`config.mk`:
```
export PLATFORM = sky130hd
export DESIGN_NAME = useq_top
export DESIGN_NICKNAME = d
export VERILOG_FILES = /design/src/rtl/useq_pkg.sv /design/src/rtl/useq_rom.sv /design/src/rtl/useq_decode.sv /design/src/rtl/useq_upc.sv /design/src/rtl/useq_outreg.sv /design/src/rtl/useq_top.sv
export SDC_FILE = /design/constraint.sdc
export NUM_CORES = 1
export LEC_CHECK = 0
export BUFFER_PORTS_ARGS = -buffer_cell sky130_fd_sc_hd__buf_2
export CAP_MARGIN = 40
export CORE_MARGIN = 5
export CORE_UTILIZATION = 45
export DETAILED_ROUTE_END_ITERATION = 8
export PLACE_DENSITY_LB_ADDON = 0.08
export SYNTH_ARGS = -nofsm -noshare
export SYNTH_HDL_FRONTEND = slang
export SYNTH_SLANG_ARGS = --single-unit
```
`constraint.sdc`:
```
create_clock -name clk -period 5.4 [get_ports clk]
set_input_delay 0 -clock clk [delete_from_list [all_inputs] [get_ports clk]]
set_output_delay 0 -clock clk [all_outputs]
set_load 0.01 [all_outputs]
```
`src/rtl/useq_pkg.sv`:
```
package useq_pkg;

    typedef enum logic {
        WK_DO   = 1'b0,
        WK_JUMP = 1'b1
    } word_kind_e;

    typedef enum logic [1:0] {
        CC_IF_Z   = 2'b00,
        CC_IF_NZ  = 2'b01,
        CC_NEVER  = 2'b10,
        CC_ALWAYS = 2'b11
    } cond_e;

    typedef enum logic [1:0] {
        STEP_ADVANCE = 2'b00,
        STEP_BRANCH  = 2'b01,
        STEP_SKIP    = 2'b10
    } step_e;

endpackage

```
`src/rtl/useq_rom.sv`:
```
module useq_rom #(
    parameter int ADDR_W = 5,
    parameter int WORD_W = 8,
    parameter int DEPTH  = 32,
    parameter logic [DEPTH*WORD_W-1:0] PROG = '0
) (
    input  logic [ADDR_W-1:0] addr,
    output logic [WORD_W-1:0] word
);
    always_comb begin
        word = PROG[addr*WORD_W +: WORD_W];
    end
endmodule

```
`src/rtl/useq_decode.sv`:
```
module useq_decode
    import useq_pkg::*;
#(
    parameter int ADDR_W = 5,
    parameter int WORD_W = 8,
    parameter int OUT_W  = 7
) (
    input  logic [WORD_W-1:0] word,
    input  logic              z,
    output word_kind_e        kind,
    output cond_e             cond,
    output logic [ADDR_W-1:0] target,
    output logic [OUT_W-1:0]  do_bits,
    output step_e             step
);
    localparam int KIND_BIT = WORD_W - 1;
    localparam int COND_LO  = ADDR_W;

    always_comb begin
        kind    = word_kind_e'(word[KIND_BIT]);
        cond    = cond_e'(word[COND_LO +: 2]);
        target  = word[ADDR_W-1:0];
        do_bits = word[OUT_W-1:0];
    end

    always_comb begin
        step = STEP_ADVANCE;
        unique case (kind)
            WK_DO: step = STEP_ADVANCE;
            WK_JUMP: begin
                unique case (cond)
                    CC_IF_Z:   step = z  ? STEP_BRANCH : STEP_SKIP;
                    CC_IF_NZ:  step = !z ? STEP_BRANCH : STEP_SKIP;
                    CC_NEVER:  step = STEP_SKIP;
                    CC_ALWAYS: step = STEP_BRANCH;
                    default:   step = STEP_SKIP;
                endcase
            end
            default: step = STEP_ADVANCE;
        endcase
    end
endmodule

```
`src/rtl/useq_upc.sv`:
```
module useq_upc
    import useq_pkg::*;
#(
    parameter int ADDR_W = 5
) (
    input  logic              clk,
    input  logic              rst_n,
    input  step_e             step,
    input  word_kind_e        kind,
    input  cond_e             cond,
    input  logic              z,
    input  logic [ADDR_W-1:0] target,
    output logic [ADDR_W-1:0] upc
);
    localparam logic [ADDR_W-1:0] TOP_ADDR = {ADDR_W{1'b1}};

    always_ff @(posedge clk or negedge rst_n) begin
        if (!rst_n) begin
            upc <= '0;
        end else begin
            unique case (step)
                STEP_BRANCH:  upc <= target;
                STEP_ADVANCE: upc <= upc + 1'b1;
                STEP_SKIP:    upc <= upc + 1'b1;
                default:      upc <= upc + 1'b1;
            endcase
        end
    end

    assert_reset_upc_R1: assert property (@(posedge clk) !rst_n |-> upc == '0);

    assert_do_incr_R2: assert property (@(posedge clk) disable iff (!rst_n)
        (kind == WK_DO) |=> (upc == $past(upc) + 1'b1));

    assert_ifz_taken_R3: assert property (@(posedge clk) disable iff (!rst_n)
        (kind == WK_JUMP && cond == CC_IF_Z && z) |=> (upc == $past(target)));

    assert_ifnz_taken_R4: assert property (@(posedge clk) disable iff (!rst_n)
        (kind == WK_JUMP && cond == CC_IF_NZ && !z) |=> (upc == $past(target)));

    assert_always_taken_R5: assert property (@(posedge clk) disable iff (!rst_n)
        (kind == WK_JUMP && cond == CC_ALWAYS) |=> (upc == $past(target)));

    assert_never_skips_R6: assert property (@(posedge clk) disable iff (!rst_n)
        (kind == WK_JUMP && cond == CC_NEVER) |=> (upc == $past(upc) + 1'b1));

    assert_wrap_R7: assert property (@(posedge clk) disable iff (!rst_n)
        (kind == WK_DO && upc == TOP_ADDR) |=> (upc == '0));
endmodule

```
`src/rtl/useq_outreg.sv`:
```
module useq_outreg
    import useq_pkg::*;
#(
    parameter int OUT_W = 7
) (
    input  logic             clk,
    input  logic             rst_n,
    input  word_kind_e       kind,
    input  logic [OUT_W-1:0] do_bits,
    output logic [OUT_W-1:0] ctl
);
    always_ff @(negedge clk or negedge rst_n) begin
        if (!rst_n) begin
            ctl <= '0;
        end else begin
            unique case (kind)
                WK_DO:   ctl <= do_bits;
                WK_JUMP: ctl <= ctl;
                default: ctl <= ctl;
            endcase
        end
    end

    assert_reset_ctl_R1: assert property (@(negedge clk) !rst_n |-> ctl == '0);

    assert_do_loads_R8: assert property (@(negedge clk) disable iff (!rst_n)
        (kind == WK_DO) |=> (ctl == $past(do_bits)));

    assert_jump_holds_R9: assert property (@(negedge clk) disable iff (!rst_n)
        (kind == WK_JUMP) |=> (ctl == $past(ctl)));
endmodule

```
`src/rtl/useq_top.sv`:
```
module useq_top
    import useq_pkg::*;
#(
    parameter int ADDR_W = 5,
    parameter int WORD_W = 8,
    parameter logic [(1<<ADDR_W)*WORD_W-1:0] PROG =
        256'h0000000000000000000000E08E00E08701EFE08E01EB8700E8F28700E4E08300
) (
    input  logic              clk,
    input  logic              rst_n,
    input  logic              z,
    output logic [WORD_W-2:0] ctl,
    output logic [ADDR_W-1:0] upc
);
    localparam int DEPTH = 1 << ADDR_W;
    localparam int OUT_W = WORD_W - 1;

    logic [WORD_W-1:0] cur_word;
    word_kind_e        kind;
    cond_e             cond;
    logic [ADDR_W-1:0] target;
    logic [OUT_W-1:0]  do_bits;
    step_e             step;

    useq_rom #(.ADDR_W(ADDR_W), .WORD_W(WORD_W), .DEPTH(DEPTH), .PROG(PROG)) u_rom (
        .addr (upc),
        .word (cur_word)
    );

    useq_decode #(.ADDR_W(ADDR_W), .WORD_W(WORD_W), .OUT_W(OUT_W)) u_dec (
        .word    (cur_word),
        .z       (z),
        .kind    (kind),
        .cond    (cond),
        .target  (target),
        .do_bits (do_bits),
        .step    (step)
    );

    useq_upc #(.ADDR_W(ADDR_W)) u_upc (
        .clk    (clk),
        .rst_n  (rst_n),
        .step   (step),
        .kind   (kind),
        .cond   (cond),
        .z      (z),
        .target (target),
        .upc    (upc)
    );

    useq_outreg #(.OUT_W(OUT_W)) u_out (
        .clk     (clk),
        .rst_n   (rst_n),
        .kind    (kind),
        .do_bits (do_bits),
        .ctl     (ctl)
    );
endmodule

```
Word-level counts from Yosys, hierarchy flattened
Cells that the tools add are included.

storage, ports and cells
  flip-flop bits (word level) = 12
  output and inout port bits = 12

operators by class
  bitwise gates (word level) = 1
  mux-type cells = 6
  equal/unequal tests = 4
  reductions and logical operators = 1
  add/subtract/negate cells = 1
  shift-type cells = 1

operators by type and width
  operator                  count
  $shiftx 256x9->8 const A  1
  $pmux 2 s4                1
  $mux 7                    1
  $add 5x1->5 const B       1
  $mux 5                    1
  $eq 2x1->1 const B        2
  $eq 2x2->1 const B        2
  $mux 2                    2
  $pmux 2 s2                1
  $logic_not 2->1           1
  $not 1->1                 1

Logic depth before layout (Yosys ltp)
Gate-level depths: netlist of run 1.

  word-level depth = 6
  depth in mapped cells = 7

By module
From an unflattened synthesis of run 1, not the netlist that was laid out.

unflattened totals
  cell total of the unflattened synthesis = 109
  area, all modules = 1,094.8 um^2

by module, submodules not included
  module       instances  area each (um^2)  cells each
  useq_rom     1          402.9             52
  useq_outreg  1          291.5             15
  useq_upc     1          249.0             22
  useq_decode  1          151.4             20

==> results_dict.tcl, run 1 <==
set metrics [dict create \
    grt_start_max_net_pins 18 \
    wl_met2_um 824 \
    hpwlAfterDp_um 1380 \
    net_count_after_synthesis 101 \
    syn-mean-instance-area_um2 9.24 \
    finClkSkew_ns 0.00905 \
    worst_setup_path_end_kind "register" \
    vias_per_cell 5.21 \
    max_slew_margin_pct 64.5 \
    worst-endpoint-arrival_ns 2.27 \
    critPathLaunchType "register" \
    io_buffers 14 \
    cts.path.max_buffers 2 \
    power_density_nw_per_um2 742 \
    irDropWorstVdd_mv 0.347 \
    wl_met1_um 831 \
    tritoncts "built" \
    clk-insertion-delay-late_ns 0.27 \
    worst_hold_path_type "input port to async pin" \
    cts_htree_levels 1 \
    yosysTopAreaCell "dfrtn_1" \
    wire_per_inst_um 13.5 \
    p_leak_uw 0.000454 \
    cp_slowest_cell "dfrtp_1" \
    reg2reg_setup_slack_ns 0.55 \
    drv.max_cap_violation_count 0 \
    synth_largest_type_area_fraction_pct 18.0 \
    inserted_clock_buffers 3 \
    worst-setup-path-type "register to register" \
    report.final.slew_viol_count 0 \
    reg2reg_depth 6 \
    worst_r2r_endpoint "u_out.ctl[1]" \
    chipWidth_um 53 \
    antennaDiodeCount 0 \
    synth-warning-count 0 \
    floorplan.die_area_um2 2810 \
    final_hold_viol_count 0 \
    final_layout_size_suffix_gt1_share_pct 25.5 \
    finish.net_count 118 \
    cp_data_required_time_ns 2.82 \
    layout-area-overhead-vs-synth_pct 14.6 \
    drt_iter0_markers 8 \
    layout_commonest_cell "buf_2" \
    unrepaired_setup_endpoints_after_global_routing "false" \
    antenna_found_initial 0 \
    postRouteAntennaNets 0 \
    rows 15 \
    drc_errors 0 \
    synth-seq-area-share_pct 33.1 \
    synth.cell_area_um2 832 \
    top_layer "met4" \
    detailroute.wirelength.met3_um 57 \
    crit-reg2reg-launch "u_upc.upc[0]" \
    overflow 0 \
    dieHeight_um 53 \
    netlist-cell-type-count 33 \
    maximum_fanout_along_the_worst_path 9 \
    grt_pass1_wl_um 2930 \
    first_global_vias 649 \
    setup_viol_count_final 0 \
    drt_pre_antenna_iters 4 \
    postSynthRegisterBits 11 \
    worst_setup_hold_path_clk_slew_ns 0.07 \
    initial_utilization_pct 47.7 \
    critical_path.cell_chain "inv_1, ha_1, or2_1, a41oi_2, nand2_2, mux2_2" \
    syn-instance-count 90 \
    finish.utilization_pct 54.6 \
    cts_root_buffer "clkbuf_4" \
    synthTopCellsByArea "dfrtn_1 (18%), dfrtp_1 (15%), ha_1 (12%)" \
    drt_wl_total_um 1760 \
    num_vias 683 \
    top_ports 15 \
    mostFrequentLayoutCells "buf_2 (14), nand2_1 (10), nor2_1 (8), ha_1 (8), a21oi_1 (7)" \
    gr-usage-all-layers_pct 14.6 \
    tns_ns 0 \
    critPathMaxStageDelay_ns 0.47 \
    core_region_area_um2 1750 \
    worst_pin_slew_ns 0.532 \
    place_congestion 0.845 \
    filler_cell_count 165 \
    status "finished clean" \
    clkSinkCount 11 \
]
==> cell usage after synthesis <==
| master | count |
|---|---|
| a21boi_0 | 1 |
| a21oi_1 | 7 |
| a22oi_4 | 1 |
| a311o_1 | 1 |
| a311oi_1 | 1 |
| a31oi_1 | 1 |
| a41oi_2 | 1 |
| buf_1 | 1 |
| buf_2 | 1 |
| buf_4 | 2 |
| dfrtn_1 | 6 |
| dfrtp_1 | 5 |
| ha_1 | 8 |
| inv_1 | 4 |
| mux2_1 | 1 |
| mux2_2 | 6 |
| mux2i_1 | 3 |
| nand2_1 | 10 |
| nand2_2 | 1 |
| nand2b_1 | 2 |
| nand3_1 | 2 |
| nor2_1 | 8 |
| nor2b_1 | 2 |
| nor3_1 | 1 |
| nor4b_1 | 1 |
| o211ai_1 | 1 |
| o21a_1 | 1 |
| o21ai_0 | 6 |
| o22a_1 | 1 |
| o22ai_1 | 1 |
| or2_1 | 1 |
| or3_1 | 1 |
| xnor2_1 | 1 |
==> how the worst max path moves through the flow <==
stage                  from           end  slack [ns]  depth (start not counted)
5_1_grt        u_upc.upc[0]  u_out.ctl[5]        0.45                          6
3_3_place_gp   u_upc.upc[0]  u_out.ctl[5]        0.63                          6
4_1_cts        u_upc.upc[0]  u_out.ctl[1]        0.54                          6
6_report       u_upc.upc[0]  u_out.ctl[1]        0.55                          6
3_5_place_dp   u_upc.upc[0]  u_out.ctl[5]        0.55                          6
2_1_floorplan  u_upc.upc[0]  u_out.ctl[1]        0.66                          6
==> stage by stage <==
stage | area [um2] | hold slack (ns) | instances | power [uW] | setup slack [ns]
after floorplan | 832 | -0.296 | 90 | 540 | 0.661
after global placement | 917 | -0.125 | 126 | 657 | 0.632
after detailed placement | 917 | -0.119 | 126 | 654 | 0.550
after CTS | 953 | 0.129 | 131 | 714 | 0.539
after global routing | 953 | 0.155 | 131 | 779 | 0.449
final | 953 | 0.127 | 131 | 707 | 0.546
==> logic make-up after synthesis <==
group	after synthesis	synth area share (%)
multiplexers	10	13.1
flip-flops	11	33.1
buffers and inverters	8	4.66
XOR/XNOR	1	1.05
AND/OR/NAND/NOR	29	16.2
adder cells (fa/ha/maj)	8	12.0
AO/OA/AOI/OAI	23	19.9
==> worst max-delay path: cells and delay by family (launching register included) <==
family / cells / cell delay (ns)
simple gates: 2 / 0.43
flops: 1 / 0.47
fa+ha+maj: 1 / 0.36
mux: 1 / 0.31
buf+inv: 1 / 0.14
compound gates: 1 / 0.28
==> registers in the layout, summed over array words and instances, names as in the netlist <==
signal and count:
u_out.ctl 6, u_upc.upc 5
==> final cells by class <==
| type | instances | area [um2] | area share [%] |
|---|---|---|---|
| inverter | 4 | 15.0 | 1.57 |
| clock buffer | 4 | 26.3 | 2.76 |
| multi-input combinational | 71 | 518 | 54.3 |
| tap | 25 | 31.3 | 3.28 |
| sequential | 11 | 275 | 28.9 |
| timing repair buffer | 16 | 87.6 | 9.19 |
==> what timing repair did <==
| item | 4_1_cts | 5_1_grt |
|---|---|---|
| gates resized for setup | 0 | 0 |
| hold buffers | 1 | 0 |
| hold endpoints to repair | 5 | 0 |
| buffers inserted | 0 | 0 |
==> layer usage <==
| metal | track usage [%] | vias up |
|---|---|---|
| li1 | - | 352 |
| met1 | 17.9 | 310 |
| met2 | 22.5 | 15 |
| met3 | 3.38 | 6 |
| met4 | 10.2 | 0 |
| met5 | 0 | - |
==> power breakdown <==
group	total (uW)	internal [uW]	switching [uW]
Sequential	179	126	52.9
Clock	54.3	28.6	25.8
Combinational	474	214	260
(Power assumes the default switching activity.)
==> inputs of run 2 (changes only) <==
Settings changed: CELL_PAD_IN_SITES_DETAIL_PLACEMENT set to 1, CELL_PAD_IN_SITES_GLOBAL_PLACEMENT set to 2, CORE_UTILIZATION 45 to 35.
==> run 2 against run 1 <==
  * Sequential power fell by 7%
  * Register-to-register slack got worse by 0.04 ns
  * Non-clock buffer count rose by 2
  * Clock power rose by 1%
==> results_dict.tcl, run 2 (synthesized netlist as in run 1, its figures left out) <==
set metrics [dict create \
    worst_r2r_endpoint "u_out.ctl[1]" \
    final_hold_viol_count 0 \
    grt_pass1_wl_um 3540 \
    clkSinkCount 11 \
    top_ports 15 \
    layout-area-overhead-vs-synth_pct 16.8 \
    overflow 0 \
    floorplan.die_area_um2 3450 \
    mostFrequentLayoutCells "buf_2 (14), nand2_1 (10), nor2_1 (8), ha_1 (8), a21oi_1 (7)" \
    num_vias 713 \
    antennaDiodeCount 0 \
    largest_register_ff_count 6 \
    worst-setup-path-type "register to register" \
    grt_start_max_net_pins 17 \
    tns_ns 0 \
    inserted_clock_buffers 3 \
    place_congestion 0.728 \
    worst_setup_path_end_kind "register" \
    p_leak_uw 0.000464 \
    drv.max_cap_violation_count 0 \
    sequentialPowerShare_pct 22.7 \
    tritoncts "built" \
    timing.critical_path.buf_inv 1 \
    status "finished clean" \
    cts_htree_levels 1 \
    power_density_nw_per_um2 756 \
    pwr-share-clk_pct 7.5 \
    unrepaired_setup_endpoints_after_global_routing "false" \
    largest_registers "u_out.ctl: 6 flops, u_upc.upc: 5 flops" \
    drt_pre_antenna_iters 2 \
    postRouteAntennaNets 0 \
    place.detailed.instances 131 \
    worst_setup_hold_path_clk_slew_ns 0.07 \
    reg2reg_setup_slack_ns 0.50 \
    critical_path.cell_chain "inv_1, ha_1, or2_1, a41oi_2, nand2_2, mux2_2" \
    finish.net_count 120 \
    initial_utilization_pct 37.3 \
    drt_wl_total_um 2090 \
    power.internal_uw 378 \
    dieHeight_um 58.8 \
    filler_cell_count 276 \
    cts_root_buffer "clkbuf_4" \
    maximum_fanout_along_the_worst_path 9 \
    worst_hold_path_type "input port to async pin" \
    setup_viol_count_final 0 \
    gr-usage-all-layers_pct 13.5 \
    reg2reg_depth 6 \
    first_global_vias 737 \
    crit-reg2reg-launch "u_upc.upc[0]" \
    vias_per_cell 5.24 \
    final_layout_size_suffix_gt1_share_pct 26.9 \
    critPathLaunchType "register" \
    cp_slowest_cell "dfrtp_1" \
    netSwitchingFraction_pct 48.6 \
    timing.critical_path.depth 6 \
    irDropWorstVdd_mv 0.302 \
    worst-endpoint-arrival_ns 2.31 \
    chipWidth_um 58.8 \
    clk-insertion-delay-late_ns 0.27 \
    cp_data_required_time_ns 2.82 \
    layout_commonest_cell "buf_2" \
    finClkSkew_ns 0.0129 \
    rows 17 \
    comb_power_share_pct 69.9 \
    final-instance-count-excl-fill 136 \
    report.final.slew_viol_count 0 \
    cp_top_delay_family "flip-flops" \
    hpwlAfterDp_um 1670 \
    antenna_found_initial 0 \
    drc_errors 0 \
    power.switching_uw 358 \
    worst_pin_slew_ns 0.477 \
    largest_register "u_out.ctl" \
    wire_per_inst_um 15.4 \
    core_region_area_um2 2230 \
    io_buffers 14 \
    critPathMaxStageDelay_ns 0.48 \
    drt_iter0_markers 3 \
    max_slew_margin_pct 67.7 \
    cts.path.max_buffers 2 \
]
==> run 2: cell types whose count changed in the layout (fill, tap and decap cells not counted) <==
cell   before  now
buf_4       1    3
==> run 2: layer usage <==
layer | GRT usage, % | up-vias | share of wire (%) | routed length (um)
li1 | - | 351 | - | -
met1 | 18.8 | 348 | 50 | 1050
met5 | 0 | - | 0 | 0
met4 | 4.85 | 0 | 1.0 | 21
met3 | 1.32 | 4 | 1.9 | 40
met2 | 21.5 | 10 | 47 | 980
==> run 2: metrics by stage <==
| stage | setup slack (ns) | hold WS, ns | power [uW] | cell area (um2) | utilization, % |
|---|---|---|---|---|---|
| after floorplan | 0.661 | -0.296 | 540 | 832 | - |
| after global placement | 0.612 | -0.120 | 677 | 936 | 41.9 |
| after detailed placement | 0.509 | -0.115 | 683 | 936 | 41.9 |
| after CTS | 0.516 | 0.124 | 741 | 972 | 43.5 |
| after global routing | 0.330 | 0.156 | 811 | 972 | 43.5 |
| final | 0.504 | 0.121 | 735 | 972 | 43.5 |
==> run 2: area by class of cell <==
class                      count  area (um2)  share of cell area [%]
inverter                       4        15.0                    1.54
tap                           28        35.0                    3.60
multi-input combinational     71         518                    53.3
clock buffer                   4        26.3                    2.70
timing repair buffer          18         103                    10.6
sequential                    11         275                    28.3
==> run 2: worst max-delay path by stage <==
stage                             from      endpoint
after floorplan           u_upc.upc[0]  u_out.ctl[1]
after global placement    u_upc.upc[0]  u_out.ctl[5]
after detailed placement  u_upc.upc[0]  u_out.ctl[4]
after CTS                 u_upc.upc[0]  u_out.ctl[1]
after global routing      u_upc.upc[0]  u_out.ctl[1]
final                     u_upc.upc[0]  u_out.ctl[1]
==> run 2: worst register-to-register path: stages (launching register included) <==
cell and delay (ns):
dfrtp_1 0.48, inv_1 0.15, ha_1 0.37, or2_1 0.27, a41oi_2 0.28, nand2_2 0.18, mux2_2 0.32
==> run 2: power by group through the flow <==
stage               sequential [uW]  combinational [uW]  clock (uW)
global route                    176                 574        60.4
floorplan                       183                 357           0
finish                          167                 514        55.0
global placement                164                 512           0
CTS                             167                 518        56.8
detailed placement              168                 515           0
==> run 2: timing repair <==
item,CTS,global route
resized for setup,0,0
endpoints found under the hold margin,5,0
buffers inserted,0,0
hold buffers,1,0
==> inputs of run 3 (changes only) <==
Settings changed: ABC_AREA set to 1, CORE_UTILIZATION 35 to 32.
==> run 3 against run 2 <==
  * Largest cell class unchanged
  * Worst hold slack improved by 0.0062 ns
  * Synthesized area increased by 9.3%
  * Final cell count increased by 29%
  * Global-route usage increased by 0.27 points
  * Synthesized cell count increased by 43%
  * Largest power group unchanged
==> results_dict.tcl, run 3 <==
set metrics [dict create \
    cts.path.max_buffers 2 \
    netSwitchingFraction_pct 56.1 \
    floorplan.die_area_um2 4010 \
    syn-instance-count 129 \
    postRouteAntennaNets 0 \
    drv.max_cap_violation_count 0 \
    power_density_nw_per_um2 704 \
    post-synth-top-count-cell "nand2_1" \
    final_layout_size_suffix_gt1_share_pct 18.6 \
    postSynthRegisterBits 11 \
    gr-usage-all-layers_pct 13.8 \
    place.detailed.instances 171 \
    inserted_clock_buffers 3 \
    yosysTopAreaCell "nand2_1" \
    dieHeight_um 63.3 \
    synth-seq-area-share_pct 30.3 \
    unrepaired_setup_endpoints_after_global_routing "false" \
    initial_utilization_pct 33.3 \
    net_count_after_synthesis 140 \
    first_global_vias 870 \
    power.switching_uw 403 \
    worst_pin_slew_ns 0.521 \
    filler_cell_count 375 \
    irDropWorstVdd_mv 0.319 \
    status "finished clean" \
    final-instance-count-excl-fill 176 \
    drc_errors 0 \
    synthTopCellsByArea "nand2_1 (25%), dfrtn_1 (17%), dfrtp_1 (14%)" \
    maximum_fanout_along_the_worst_path 14 \
    asyncSetResetFlopFracSynth_pct 100 \
    synth_largest_type_area_fraction_pct 24.8 \
    synth.cell_area_um2 910 \
    yosys_most_used_dff "dfrtn_1" \
    tns_ns 0 \
    drt_iter0_markers 38 \
    num_vias 851 \
    io_buffers 14 \
    place_congestion 0.804 \
    rows 19 \
    critPathLaunchType "register" \
    chipWidth_um 63.3 \
    comb_power_share_pct 67.9 \
    worst-endpoint-arrival_ns 1.93 \
    cp_data_required_time_ns 2.83 \
    power.internal_uw 316 \
    worst-setup-path-type "register to register" \
    clkSinkCount 11 \
    netlist-cell-type-count 20 \
    drt_wl_total_um 2430 \
    synth_enable_flop_cells 0 \
    setup_viol_count_final 0 \
    clk-insertion-delay-late_ns 0.28 \
    cts_root_buffer "clkbuf_4" \
    pwr-share-clk_pct 8.0 \
    worst_setup_hold_path_clk_slew_ns 0.07 \
    layout_commonest_cell "nand2_1" \
    overflow 0 \
    report.final.slew_viol_count 0 \
    grt_start_max_net_pins 15 \
    layout_setup_ws_ns 0.901 \
    crit-reg2reg-launch "u_upc.upc[1]" \
    core_region_area_um2 2730 \
    tritoncts "built" \
    grt_pass1_wl_um 4400 \
    finish.net_count 157 \
    antennaDiodeCount 0 \
    syn-mean-instance-area_um2 7.05 \
    vias_per_cell 4.84 \
    sequentialPowerShare_pct 24.1 \
    worst_hold_path_type "input port to async pin" \
    post_synth_most_frequent_cells "nand2_1 (60), nand3_1 (12), inv_1 (11)" \
    synth-warning-count 0 \
    largest_register "u_out.ctl" \
    worst_setup_path_end_kind "register" \
    largest_registers "u_out.ctl: 6 flops, u_upc.upc: 5 flops" \
    detailedPlace.worstSlack_ns 0.907 \
    max_slew_margin_pct 65.3 \
    mostFrequentLayoutCells "nand2_1 (60), buf_2 (14), nand3_1 (12)" \
    cts_post_setup_buffers_inserted 0 \
    cts_htree_levels 1 \
    final_hold_viol_count 0 \
    layout-area-overhead-vs-synth_pct 12.2 \
    largest_register_ff_count 6 \
    finClkSkew_ns 0.00809 \
    p_leak_uw 0.000591 \
    top_ports 15 \
    wire_per_inst_um 13.8 \
    worst_setup_path_startpoint "u_upc.upc[1]" \
    antenna_found_initial 0 \
    hpwlAfterDp_um 1980 \
    drt_pre_antenna_iters 4 \
    design_power_total_uw 719 \
]
## run 3: changes by cell type after synthesis, moves of 3 or more
cell     before  now
nand3_1       2   12
mux2_2        6    0
a21oi_1       7    3
inv_1         4   11
o21ai_0       6    0
mux2i_1       3    0
nand2_1      10   60
## run 3: worst paths after layout
check / end / slack (ns) / depth (start not counted)
max: u_out.ctl[2] / 0.90 / 9
min: u_upc.upc[1] / 0.13 / 2
max reg2reg: u_out.ctl[2] / 0.90 / 9
min reg2reg: u_out.ctl[1] / 0.42 / 2
max in group asynchronous: u_out.ctl[0] / 2.46 / 2
min in group clk: u_upc.upc[2] / 0.14 / 5
## run 3: power groups by stage
| stage | registers [uW] | logic, uW | clock network (uW) |
|---|---|---|---|
| 3_5_place_dp | 175 | 497 | 0 |
| 3_3_place_gp | 172 | 494 | 0 |
| 2_1_floorplan | 175 | 380 | 0 |
| 5_1_grt | 181 | 561 | 68.3 |
| 6_report | 173 | 488 | 57.8 |
| 4_1_cts | 174 | 499 | 61.5 |
## run 3: routing by layer
metal	part of all wire, %	vias to the layer above	wire (um)	global-route usage, %
met3	4.2	2	101	3.73
li1	-	429	-	-
met1	51	405	1250	19.6
met2	44	15	1070	20.6
met5	0	-	0	0
met4	0.58	0	14	3.12
## run 3: stage by stage
step / cell area [um2] / hold WS, ns / utilization, %
2_1_floorplan: 910 / -0.296 / -
3_3_place_gp: 985 / -0.122 / 36.0
3_5_place_dp: 985 / -0.115 / 36.0
4_1_cts: 1020 / 0.116 / 37.3
5_1_grt: 1020 / 0.131 / 37.3
6_report: 1020 / 0.127 / 37.3
## run 3: cell families (layout without fill, tap and decap cells)
group / Yosys count / count (layout) / synth area share, %
flip-flops: 11 / 11 / 30.3
AND/OR/NAND/NOR: 87 / 87 / 44.7
AO/OA/AOI/OAI: 4 / 4 / 2.20
adder cells (fa/ha/maj): 8 / 8 / 11.0
buffers and inverters: 17 / 33 / 9.90
XOR/XNOR: 2 / 2 / 1.93
## run 3: worst max-delay path, stage by stage, from the launching register on
cell and delay, ns:
dfrtp_1 0.49, inv_1 0.14, ha_1 0.34, inv_1 0.07, nand2_1 0.10, nand3_2 0.10
nand3_4 0.15, inv_1 0.12, nand2_1 0.08, nand2_1 0.05
## run 3: area by class of cell
| type | instances | area [um2] | area share (%) |
|---|---|---|---|
| Inverter | 13 | 48.8 | 4.78 |
| Sequential cell | 11 | 275 | 27.0 |
| Multi-Input combinational cell | 101 | 544 | 53.3 |
| Clock buffer | 4 | 26.3 | 2.57 |
| Timing Repair Buffer | 16 | 87.6 | 8.58 |
| Tap cell | 31 | 38.8 | 3.80 |
## run 3: timing repair
action                    CTS  global route
hold endpoints to repair    5             0
hold buffers                1             0
gates resized for setup     0             0
